==> src/rtl/mtmr_pkg.sv <==
package mtmr_pkg;

    localparam int ADDR_W = 3;

    typedef enum logic [ADDR_W-1:0] {
        ADR_CNT  = 3'd0,
        ADR_RA   = 3'd1,
        ADR_RB   = 3'd2,
        ADR_CTRL = 3'd3,
        ADR_FLAG = 3'd4
    } addr_e;

    typedef enum logic [1:0] {
        MD_EVENT = 2'd0,
        MD_PWM   = 2'd1,
        MD_CAPT  = 2'd2
    } mode_kind_e;

    // The mode code is {C3,C2,C1}.
    // C2 set means capture mode; otherwise C3 chooses PWM over event counting.
    function automatic mode_kind_e decode_kind(input logic [2:0] code);
        if (code[1])      return MD_CAPT;
        else if (code[2]) return MD_PWM;
        else              return MD_EVENT;
    endfunction

endpackage

==> src/rtl/mtmr_edge.sv <==
module mtmr_edge (
    input  logic clk,
    input  logic rst_n,
    input  logic pin_i,
    output logic rise_o,
    output logic fall_o
);
    typedef struct packed {
        logic s1;
        logic s2;
        logic prev;
    } edge_st_t;

    edge_st_t st_d, st_q;

    always_comb begin
        st_d      = st_q;
        st_d.s1   = pin_i;
        st_d.s2   = st_q.s1;
        st_d.prev = st_q.s2;
    end

    always_ff @(posedge clk or negedge rst_n) begin
        if (!rst_n) st_q <= '0;
        else        st_q <= st_d;
    end

    assign rise_o = st_q.s2 & ~st_q.prev;
    assign fall_o = ~st_q.s2 & st_q.prev;

    // A detected rising edge must come from a pin sample taken two clocks earlier.
    assert_rise_latency_R3: assert property (@(posedge clk) disable iff (!rst_n)
        rise_o |-> ($past(pin_i, 2) && !$past(pin_i, 3)));

    // A detected falling edge must come from a low pin sample taken two clocks earlier.
    assert_fall_latency_R3: assert property (@(posedge clk) disable iff (!rst_n)
        fall_o |-> !$past(pin_i, 2));

endmodule

==> src/rtl/mtmr_bus.sv <==
module mtmr_bus
    import mtmr_pkg::*;
#(
    parameter int WIDTH = 16
) (
    input  logic              clk,
    input  logic              rst_n,
    input  logic              bus_wr,
    input  logic [ADDR_W-1:0] bus_addr,
    input  logic [WIDTH-1:0]  bus_wdata,
    output logic [WIDTH-1:0]  bus_rdata,
    input  logic [WIDTH-1:0]  cnt_i,
    input  logic [WIDTH-1:0]  ra_i,
    input  logic [WIDTH-1:0]  rb_i,
    input  logic              irq_a_i,
    input  logic              irq_b_i,
    output logic              run_o,
    output logic [2:0]        mode_o,
    output logic              ctrl_wr_o,
    output logic              cnt_wr_o,
    output logic              ra_wr_o,
    output logic              rb_wr_o,
    output logic              clr_a_o,
    output logic              clr_b_o
);
    localparam int CTRL_W = 4;

    typedef struct packed {
        logic       run;
        logic [2:0] mode;
    } ctrl_st_t;

    ctrl_st_t ctl_d, ctl_q;
    logic     hit_cnt, hit_ra, hit_rb, hit_ctrl, hit_flag;

    always_comb begin
        hit_cnt  = bus_wr && (bus_addr == ADR_CNT);
        hit_ra   = bus_wr && (bus_addr == ADR_RA);
        hit_rb   = bus_wr && (bus_addr == ADR_RB);
        hit_ctrl = bus_wr && (bus_addr == ADR_CTRL);
        hit_flag = bus_wr && (bus_addr == ADR_FLAG);

        ctl_d = ctl_q;
        if (hit_ctrl) begin
            ctl_d.run  = bus_wdata[3];
            ctl_d.mode = bus_wdata[2:0];
        end
    end

    always_ff @(posedge clk or negedge rst_n) begin
        if (!rst_n) ctl_q <= '0;
        else        ctl_q <= ctl_d;
    end

    always_comb begin
        bus_rdata = '0;
        case (bus_addr)
            ADR_CNT:  bus_rdata = cnt_i;
            ADR_RA:   bus_rdata = ra_i;
            ADR_RB:   bus_rdata = rb_i;
            ADR_CTRL: bus_rdata[CTRL_W-1:0] = ctl_q;
            ADR_FLAG: bus_rdata[1:0] = {irq_b_i, irq_a_i};
            default:  bus_rdata = '0;
        endcase
    end

    assign run_o     = ctl_q.run;
    assign mode_o    = ctl_q.mode;
    assign ctrl_wr_o = hit_ctrl;
    assign cnt_wr_o  = hit_cnt;
    assign ra_wr_o   = hit_ra;
    assign rb_wr_o   = hit_rb;
    assign clr_a_o   = hit_flag & bus_wdata[0];
    assign clr_b_o   = hit_flag & bus_wdata[1];

    // The control register changes only when it is written.
    assert_ctrl_only_by_write_R2: assert property (@(posedge clk) disable iff (!rst_n)
        !(bus_wr && bus_addr == ADR_CTRL) |=> $stable(ctl_q));

endmodule

==> src/rtl/mtmr_core.sv <==
module mtmr_core
    import mtmr_pkg::*;
#(
    parameter int WIDTH = 16
) (
    input  logic             clk,
    input  logic             rst_n,
    input  logic             tc_en_i,
    input  logic             run_i,
    input  logic [2:0]       mode_i,
    input  logic             ctrl_wr_i,
    input  logic             cnt_wr_i,
    input  logic             ra_wr_i,
    input  logic             rb_wr_i,
    input  logic [WIDTH-1:0] wdata_i,
    input  logic             clr_a_i,
    input  logic             clr_b_i,
    input  logic             a_rise_i,
    input  logic             a_fall_i,
    input  logic             b_rise_i,
    input  logic             b_fall_i,
    output logic [WIDTH-1:0] cnt_o,
    output logic [WIDTH-1:0] ra_o,
    output logic [WIDTH-1:0] rb_o,
    output logic             irq_a_o,
    output logic             irq_b_o,
    output logic             pin_a_o
);
    localparam logic [WIDTH-1:0] ONE = WIDTH'(1);

    typedef struct packed {
        logic [WIDTH-1:0] cnt;
        logic [WIDTH-1:0] ra;
        logic [WIDTH-1:0] rb;
        logic             irq_a;
        logic             irq_b;
        logic             phase;  // 0: next reload from RA, 1: from RB
        logic             pin_a;
    } core_st_t;

    core_st_t   s_d, s_q;
    mode_kind_e kind;
    logic       a_sel, b_sel, dec, at_zero;

    always_comb begin
        kind    = decode_kind(mode_i);
        a_sel   = mode_i[0] ? a_fall_i : a_rise_i;
        b_sel   = mode_i[2] ? b_fall_i : b_rise_i;
        dec     = (kind == MD_EVENT) ? (run_i & a_sel) : (run_i & tc_en_i);
        at_zero = (s_q.cnt == '0);

        s_d = s_q;

        // Clears are applied first so that a hardware set in the same cycle wins.
        if (clr_a_i) s_d.irq_a = 1'b0;
        if (clr_b_i) s_d.irq_b = 1'b0;

        if (dec) begin
            if (kind == MD_PWM && at_zero) begin
                s_d.cnt   = s_q.phase ? s_q.rb : s_q.ra;
                s_d.phase = ~s_q.phase;
                if (s_q.phase) s_d.irq_b = 1'b1;
                else           s_d.irq_a = 1'b1;
                if (mode_i[0]) s_d.pin_a = ~s_q.pin_a;
            end else begin
                s_d.cnt = s_q.cnt - ONE;
                if (at_zero) s_d.irq_a = 1'b1;
            end
        end

        if (run_i && kind == MD_EVENT && b_rise_i) s_d.irq_b = 1'b1;

        if (run_i && kind == MD_CAPT) begin
            if (a_sel) begin
                s_d.ra    = s_q.cnt;
                s_d.irq_a = 1'b1;
            end
            if (b_sel) begin
                s_d.rb    = s_q.cnt;
                s_d.irq_b = 1'b1;
            end
        end

        // Software writes take precedence over any hardware update.
        if (cnt_wr_i) s_d.cnt = wdata_i;
        if (ra_wr_i)  s_d.ra  = wdata_i;
        if (rb_wr_i)  s_d.rb  = wdata_i;
        if (ctrl_wr_i) s_d.phase = 1'b0;
    end

    always_ff @(posedge clk or negedge rst_n) begin
        if (!rst_n) s_q <= '0;
        else        s_q <= s_d;
    end

    assign cnt_o   = s_q.cnt;
    assign ra_o    = s_q.ra;
    assign rb_o    = s_q.rb;
    assign irq_a_o = s_q.irq_a;
    assign irq_b_o = s_q.irq_b;
    assign pin_a_o = s_q.pin_a;

    // When stopped, the count holds unless software writes it.
    assert_stopped_hold_R9: assert property (@(posedge clk) disable iff (!rst_n)
        (!run_i && !cnt_wr_i) |=> $stable(s_q.cnt));

    // When stopped, no flag rises.
    assert_stopped_no_flag_R9: assert property (@(posedge clk) disable iff (!rst_n)
        (!run_i && !s_q.irq_a) |=> !s_q.irq_a);

    // Event mode moves the count by at most one step per clock.
    assert_event_single_step_R3: assert property (@(posedge clk) disable iff (!rst_n)
        (kind == MD_EVENT && !cnt_wr_i && !at_zero) |=>
            (s_q.cnt == $past(s_q.cnt) || s_q.cnt == $past(s_q.cnt) - ONE));

    // A PWM underflow reloads from the register the phase selects.
    assert_pwm_reload_R5: assert property (@(posedge clk) disable iff (!rst_n)
        (kind == MD_PWM && run_i && tc_en_i && !cnt_wr_i && at_zero) |=>
            (s_q.cnt == ($past(s_q.phase) ? $past(s_q.rb) : $past(s_q.ra))));

    // Code 100 never changes the pin A output.
    assert_no_toggle_R6: assert property (@(posedge clk) disable iff (!rst_n)
        (mode_i == 3'b100) |=> $stable(s_q.pin_a));

    // A selected capture edge on pin A copies the count into RA.
    assert_capture_a_R7: assert property (@(posedge clk) disable iff (!rst_n)
        (kind == MD_CAPT && run_i && a_sel && !ra_wr_i) |=> (s_q.ra == $past(s_q.cnt)));

    // A flag stays set until it is cleared.
    assert_flag_a_sticky_R10: assert property (@(posedge clk) disable iff (!rst_n)
        (s_q.irq_a && !clr_a_i) |=> s_q.irq_a);
    assert_flag_b_sticky_R10: assert property (@(posedge clk) disable iff (!rst_n)
        (s_q.irq_b && !clr_b_i) |=> s_q.irq_b);

    // A software count write always lands.
    assert_sw_write_wins_R11: assert property (@(posedge clk) disable iff (!rst_n)
        cnt_wr_i |=> (s_q.cnt == $past(wdata_i)));

endmodule

==> src/rtl/mtmr_top.sv <==
module mtmr_top
    import mtmr_pkg::*;
#(
    parameter int WIDTH = 16
) (
    input  logic              clk,
    input  logic              rst_n,
    input  logic              tc_en,
    input  logic              bus_wr,
    input  logic [ADDR_W-1:0] bus_addr,
    input  logic [WIDTH-1:0]  bus_wdata,
    output logic [WIDTH-1:0]  bus_rdata,
    input  logic              pin_a_in,
    input  logic              pin_b_in,
    output logic              pin_a_out,
    output logic              irq_a,
    output logic              irq_b
);
    localparam int NPIN = 2;

    logic [NPIN-1:0]  pins, rise, fall;
    logic             run, ctrl_wr, cnt_wr, ra_wr, rb_wr, clr_a, clr_b;
    logic [2:0]       mode;
    logic [WIDTH-1:0] cnt, ra, rb;

    assign pins = {pin_b_in, pin_a_in};

    for (genvar g = 0; g < NPIN; g++) begin : g_pin
        mtmr_edge u_edge (
            .clk    (clk),
            .rst_n  (rst_n),
            .pin_i  (pins[g]),
            .rise_o (rise[g]),
            .fall_o (fall[g])
        );
    end

    mtmr_bus #(.WIDTH(WIDTH)) u_bus (
        .clk       (clk),
        .rst_n     (rst_n),
        .bus_wr    (bus_wr),
        .bus_addr  (bus_addr),
        .bus_wdata (bus_wdata),
        .bus_rdata (bus_rdata),
        .cnt_i     (cnt),
        .ra_i      (ra),
        .rb_i      (rb),
        .irq_a_i   (irq_a),
        .irq_b_i   (irq_b),
        .run_o     (run),
        .mode_o    (mode),
        .ctrl_wr_o (ctrl_wr),
        .cnt_wr_o  (cnt_wr),
        .ra_wr_o   (ra_wr),
        .rb_wr_o   (rb_wr),
        .clr_a_o   (clr_a),
        .clr_b_o   (clr_b)
    );

    mtmr_core #(.WIDTH(WIDTH)) u_core (
        .clk       (clk),
        .rst_n     (rst_n),
        .tc_en_i   (tc_en),
        .run_i     (run),
        .mode_i    (mode),
        .ctrl_wr_i (ctrl_wr),
        .cnt_wr_i  (cnt_wr),
        .ra_wr_i   (ra_wr),
        .rb_wr_i   (rb_wr),
        .wdata_i   (bus_wdata),
        .clr_a_i   (clr_a),
        .clr_b_i   (clr_b),
        .a_rise_i  (rise[0]),
        .a_fall_i  (fall[0]),
        .b_rise_i  (rise[1]),
        .b_fall_i  (fall[1]),
        .cnt_o     (cnt),
        .ra_o      (ra),
        .rb_o      (rb),
        .irq_a_o   (irq_a),
        .irq_b_o   (irq_b),
        .pin_a_o   (pin_a_out)
    );

endmodule

==> config.mk <==
export PLATFORM = sky130hd
export DESIGN_NAME = mtmr_top
export DESIGN_NICKNAME = d
export VERILOG_FILES = /design/src/rtl/mtmr_pkg.sv /design/src/rtl/mtmr_edge.sv /design/src/rtl/mtmr_bus.sv /design/src/rtl/mtmr_core.sv /design/src/rtl/mtmr_top.sv
export SDC_FILE = /design/constraint.sdc
export NUM_CORES = 1
export LEC_CHECK = 0
export CAP_MARGIN = 10
export CELL_PAD_IN_SITES_DETAIL_PLACEMENT = 1
export CELL_PAD_IN_SITES_GLOBAL_PLACEMENT = 1
export CORE_UTILIZATION = 46
export CTS_CLUSTER_DIAMETER = 50
export DETAILED_ROUTE_END_ITERATION = 10
export MAX_ROUTING_LAYER = met4
export PLACE_DENSITY = 0.83
export SETUP_SLACK_MARGIN = 0.3
export SYNTH_ARGS = -nofsm -noshare
export SYNTH_HDL_FRONTEND = slang
export SYNTH_SLANG_ARGS = --single-unit
==> constraint.sdc <==
create_clock -name clk -period 3.76 [get_ports clk]
set_input_delay 0.376 -clock clk [delete_from_list [all_inputs] [get_ports clk]]
set_output_delay 0.376 -clock clk [all_outputs]
set_load 0.05 [all_outputs]
Word-level counts from Yosys, hierarchy flattened --
Index checks and enable logic that the tools add are counted.
Word-level totals: output and inout bits 19, input port bits 25, word-level logic and storage cells 89, bits in registers 62
Operators by class: equal/unequal tests 6, reduce and logical (&&, ||, !) cells 23, multiplexer cells 30, $add $sub $neg 1, bitwise operators 14
Operators by type and width (count):
- 16-bit two-way mux | 8
- 12-bit one-hot mux with 3 select lines | 1
- 34-bit two-way mux | 1
- 16-bit logical NOT | 1
- 16-bit by 1-bit subtractor with 16-bit output (second input constant) | 1
- 1-bit two-way mux | 15
- 2-bit nonzero test | 7
- 2-bit one-hot mux with 5 select lines | 1
- 1-bit logical AND | 9
- 1-bit bitwise AND | 8
- 2-bit one-hot mux with 4 select lines | 1
- 3-bit by 2-bit equality test with 1-bit output (second input constant) | 2
- 1-bit NOT | 6
- 2-bit AND reduction | 3
- 4-bit two-way mux | 1
- 3-bit by 1-bit equality test with 1-bit output (second input constant) | 1
- 3-bit equality test (second input constant) | 1
- 3-bit logical NOT | 1
- 3-bit two-way mux | 1
- 3-bit AND reduction | 1
- 2-bit by 1-bit equality test with 1-bit output (second input constant) | 1
- 2-bit equality test (second input constant) | 1
- 2-bit logical NOT | 1
- 2-bit two-way mux | 1

Longest topological paths before layout --
depth in word-level cells 11, depth in mapped cells 9, gate-level depth less buffers 7

By module --
A second synthesis with hierarchy kept.
Second synthesis, totals: cells, all modules 527, area, all modules 4516.8 um^2
By module, submodules not included:
- mtmr_core | sequential area each 1301.2 um^2, times used 1, area each 3569.7 um^2, cells each 425
- mtmr_bus | sequential area each 100.1 um^2, times used 1, area each 767.0 um^2, cells each 92
- mtmr_edge | sequential area each 75.1 um^2, times used 2, area each 90.1 um^2, cells each 5

Least setup slack after synthesis --
Ideal clock, no wire load.
path type in2out, start input port bus_addr[0], end output port bus_rdata[0], arrival 2.157 ns, stages 4, path slack 1.227 ns, data required time 3.384 ns, buffers on the path 1, path through buf_1 mux4_2 inv_1 o21ai_0
Between the ends: word-level cells in the longest chain between the ends 2, elaborated cells between the ends (all ways) 6, classes of those cells 4 x eq/ne; 1 x mux; 1 x reduce/logical
RTL lines:
- start: declaration | line mtmr_top.sv:10 | input logic [ADDR_W-1:0] bus_addr,
- 3-bit equality test, or another cell as far along | line mtmr_bus.sv:57 | case (bus_addr)
- 2-bit one-hot mux with 5 select lines * | line mtmr_bus.sv:57
- end: declaration | line mtmr_top.sv:12 | output logic [WIDTH-1:0] bus_rdata,
Mark *: on every way between the ends. The rest lies on a longest branch, timed or not.

Final worst setup path --
start input port bus_addr[0], end output port bus_rdata[10]
Between the ends: word-level cells in the longest chain between the ends 2, elaborated cells between the ends (all ways) 4, classes of those cells 2 x eq/ne; 1 x mux; 1 x reduce/logical
RTL lines (line):
- 3-bit by 2-bit equality test with 1-bit output, or another cell as far along | mtmr_bus.sv:57
- 12-bit one-hot mux with 3 select lines * | mtmr_bus.sv:57
Marked as above.

==> results by group <==
Job
  – Number of violations of the max-capacitance limit: 0

Placed design
  – Cell area reported after detailed placement: 0.00450 sq mm
  – RePlAce Congestion: 0.860
  – Count of input and output buffers: 43
  – HPWL after DPL: 9.31 mm

Pwr
  – Highest ir drop seen on vdd: 0.000338 V
  – Total power: 3.05 mW
  – Pwr Density: 650 mW/mm^2
  – Leak Pwr: 1.86 nW

Layout
  – Highest-count cells in the layout ignoring fill and taps: sky130_fd_sc_hd__nand2_1 (67), sky130_fd_sc_hd__dfrtp_1 (62), sky130_fd_sc_hd__o21ai_0 (50)
  – Non-Filler Cell Area, Final: 0.00470 sq mm
  – Most frequent standard cell in the layout excluding fill and tap cells: sky130_fd_sc_hd__nand2_1
  – Fraction of layout cells with a size suffix above 1: 0.0976
  – Layout area overhead: 17.7%
  – Antenna diode instance count: 0
  – Number of nets in the final layout: 525

STA
  – Hold Fails Final Rpt: 0
  – Summed negative setup slack over all endpoints: 0 ps
  – Final clock skew: 8.64 ps
  – Number of setup violations in the final report: 0
  – Final min period: 3230 ps
  – Share of the cycle needed by the critical path after routing: 0.858
  – Max_slew headroom: 0.436
  – RSZ-0062 raised after global routing: no
  – Actual transition at the worst max-transition pin: 840 ps
  – Fmax: 310 MHz
  – Final Max Slew Viols: 0

Drt
  – Routed length per instance: 22.6 um
  – Routed wire length: 13.7 mm
  – Drc violations: 0
  – Router iterations before antenna repair: 5
  – Via-per-instance ratio: 6.40
  – Violation count after the first detailed-routing iteration: 198
  – Remaining number of nets flagged by the antenna check after routing: 0
  – Number of vias after detailed routing: 3882

Worst setup path
  – Crit path kind: in2out
  – Slowest cell on the critical path: sky130_fd_sc_hd__clkdlybuf4s50_1
  – Worst-path fanout max: 12
  – CP top delay family: buffers and inverters
  – Kind of launch point of the worst setup path: input pin
  – Buffers plus inverters on the worst setup path: 4
  – Required time at the worst-slack endpoint: 3380 ps
  – Worst Path Arrival: 2850 ps
  – Crit path cell chain: clkdlybuf4s50_1 -> buf_4 -> buf_4 -> a31oi_1 -> nor2_1 -> clkdlybuf4s50_1
  – CP endpoint kind: output pin
  – CP peak stage delay: 870 ps

Logic synthesis
  – Number of synthesized flops with an enable pin: 0
  – Primary flip-flop cell chosen by synthesis mapping: sky130_fd_sc_hd__dfrtp_1
  – Gate count of the mapped netlist: 469
  – Netlist Area Pre-Place: 0.00399 sq mm
  – Count of warnings emitted by yosys: 0
  – Post-synthesis cell type count: 48
  – Number of nets in the synthesized netlist: 496
  – Proportion of synthesized chip area in sequential cells: 0.389
  – Ys async rst share: 1.00
  – Number of synthesized register bits: 62
  – Avg Cell Area, Syn: 8.51 sq um

GRT
  – Global-route wire length before repair: 22.2 mm
  – Maximum number of pins on one net before global-route repair: 33
  – Global-route usage over all layers: 0.340
  – Aggregate global routing overflow: 0
  – Initial antenna violation count: 0
  – Via count of the first global-routing pass: 4182

Floorplanning
  – Cell Rows: 33
  – DIE AREA: 0.00905 sq mm
  – Vertical extent of the die: 95.2 um
  – Chip width: 95.2 um
  – # IOs: 44
  – Initial Utilization: 0.481
  – Core area: 0.00830 sq mm

Status
  – Outcome: finished, final reports clean

CTS
  – Clock transition time at the flip-flop clock pins of the worst setup and hold paths: 70 ps
  – Post-CTS Resized: 0
  – H-tree depth: 3
  – Root buffer cell: sky130_fd_sc_hd__clkbuf_8
  – Clk_lat worst skew: 350 ps
  – TritonCTS buffer count: 9
  – Clock Path Buffers: 2
  – TritonCTS clock tree: built
  – Cts-stage hold buffer count: 0
  – Sink count of the clock tree: 62
  – Setup fix buffers added after clock tree synthesis: 0

Hold path
  – Type of the most critical hold path: in2async
sequential cells by signal, indices dropped and copies added (netlist names):
register / count
u_core.pin_a_o: 1
u_core.rb_o: 16
u_core.cnt_o: 16
g_pin.u_edge.st_d: 4
u_bus.run_o: 1
u_core.s_q: 1
u_bus.mode_o: 3
g_pin.u_edge.st_q: 2
u_core.irq_b_o: 1
u_core.ra_o: 16
u_core.irq_a_o: 1
per-layer routing:
metal  up-vias  share of wire  track usage  wire, um
li1       1729              -            -         -
met1      1951           0.42        0.409      5780
met2       156           0.50        0.560      6800
met3        46          0.052       0.0566       720
met4         0          0.031        0.152       429
met5         -              0            -         0
final cells by class:
class                           count  area [sq um]
Sequential cell                    62          1550
Timing Repair Buffer               59           543
Tap cell                          105           131
Clock inverter                      5          75.1
Inverter                            8          30.0
Fill cell                         972          3600
Multi-Input combinational cell    358          2240
Clock buffer                       10           128
worst paths after layout:
path                                         start                      end  slack (ps)  cells past startpoint
min                                          rst_n  g_pin[0].u_edge.st_d[0]         110                      1
max reg2reg                       u_core.cnt_o[11]          u_core.cnt_o[6]         950                      7
max in group asynchronous                    rst_n           u_core.rb_o[7]        2720                      2
min in group clk           g_pin[1].u_edge.st_d[1]  g_pin[1].u_edge.st_d[0]         350                      0
min reg2reg                g_pin[1].u_edge.st_d[1]  g_pin[1].u_edge.st_d[0]         350                      0
max                                    bus_addr[0]            bus_rdata[10]         530                      6
through the flow:
| step | setup slack, ps | instances | hold slack [ps] | util |
|---|---|---|---|---|
| 2_1_floorplan | 1230 | 469 | 80.4 | - |
| 4_1_cts | 534 | 607 | 133 | 0.566 |
| 3_3_place_gp | 632 | 592 | 334 | 0.542 |
| 3_5_place_dp | 550 | 592 | 336 | 0.542 |
| 5_1_grt | 397 | 607 | 165 | 0.566 |
| 6_report | 532 | 607 | 106 | 0.566 |
cell usage after synthesis (4+ instances only):
cell | number | share of area
sky130_fd_sc_hd__nand2_1 | 67 | 0.063
sky130_fd_sc_hd__dfrtp_1 | 62 | 0.39
sky130_fd_sc_hd__o21ai_0 | 50 | 0.063
sky130_fd_sc_hd__mux2i_1 | 39 | 0.098
sky130_fd_sc_hd__nor2_1 | 35 | 0.033
sky130_fd_sc_hd__a21oi_1 | 28 | 0.035
sky130_fd_sc_hd__clkbuf_1 | 28 | 0.026
sky130_fd_sc_hd__and3_1 | 18 | 0.028
sky130_fd_sc_hd__a211oi_1 | 12 | 0.023
sky130_fd_sc_hd__a31oi_1 | 12 | 0.019
sky130_fd_sc_hd__nand3_1 | 10 | 0.013
sky130_fd_sc_hd__o21ai_1 | 10 | 0.013
sky130_fd_sc_hd__buf_2 | 9 | 0.011
sky130_fd_sc_hd__inv_1 | 7 | 0.0066
sky130_fd_sc_hd__nor3_1 | 6 | 0.0075
sky130_fd_sc_hd__xnor2_1 | 6 | 0.013
sky130_fd_sc_hd__xor2_1 | 6 | 0.013
sky130_fd_sc_hd__nand4_1 | 5 | 0.0078
sky130_fd_sc_hd__mux2_2 | 4 | 0.011
sky130_fd_sc_hd__mux4_2 | 4 | 0.023
sky130_fd_sc_hd__nor4_1 | 4 | 0.0063
sky130_fd_sc_hd__or3_1 | 4 | 0.0063
cells by family (layout without fill, tap and decap cells):
family,count (synthesis),in the layout,share of synthesized area
DFF,62,62,0.389
and+or+nand+nor,171,171,0.215
muxes,47,47,0.132
adders and majority gates,2,2,0.00627
xor gates and xnor gates,12,12,0.0263
buffers and inverters,49,82,0.0527
AOI/OAI and AO/OA,126,126,0.179
power by group:
part           switching (mW)  total [mW]  internal, mW
clock                   0.275       0.641         0.366
combinational           0.654        1.14         0.481
sequential              0.375        1.28         0.903
total                    1.30        3.05          1.75
worst register-to-register path, cell delays in order (launching register included):
cell	delay (ps)
sky130_fd_sc_hd__dfrtp_1	500
sky130_fd_sc_hd__nor4_2	450
sky130_fd_sc_hd__nand3b_2	210
sky130_fd_sc_hd__nor4_4	670
sky130_fd_sc_hd__buf_4	350
sky130_fd_sc_hd__mux2i_1	130
sky130_fd_sc_hd__a211oi_1	260
sky130_fd_sc_hd__o21ai_1	120
No activity file was read; power rests on OpenSTA's default activity.
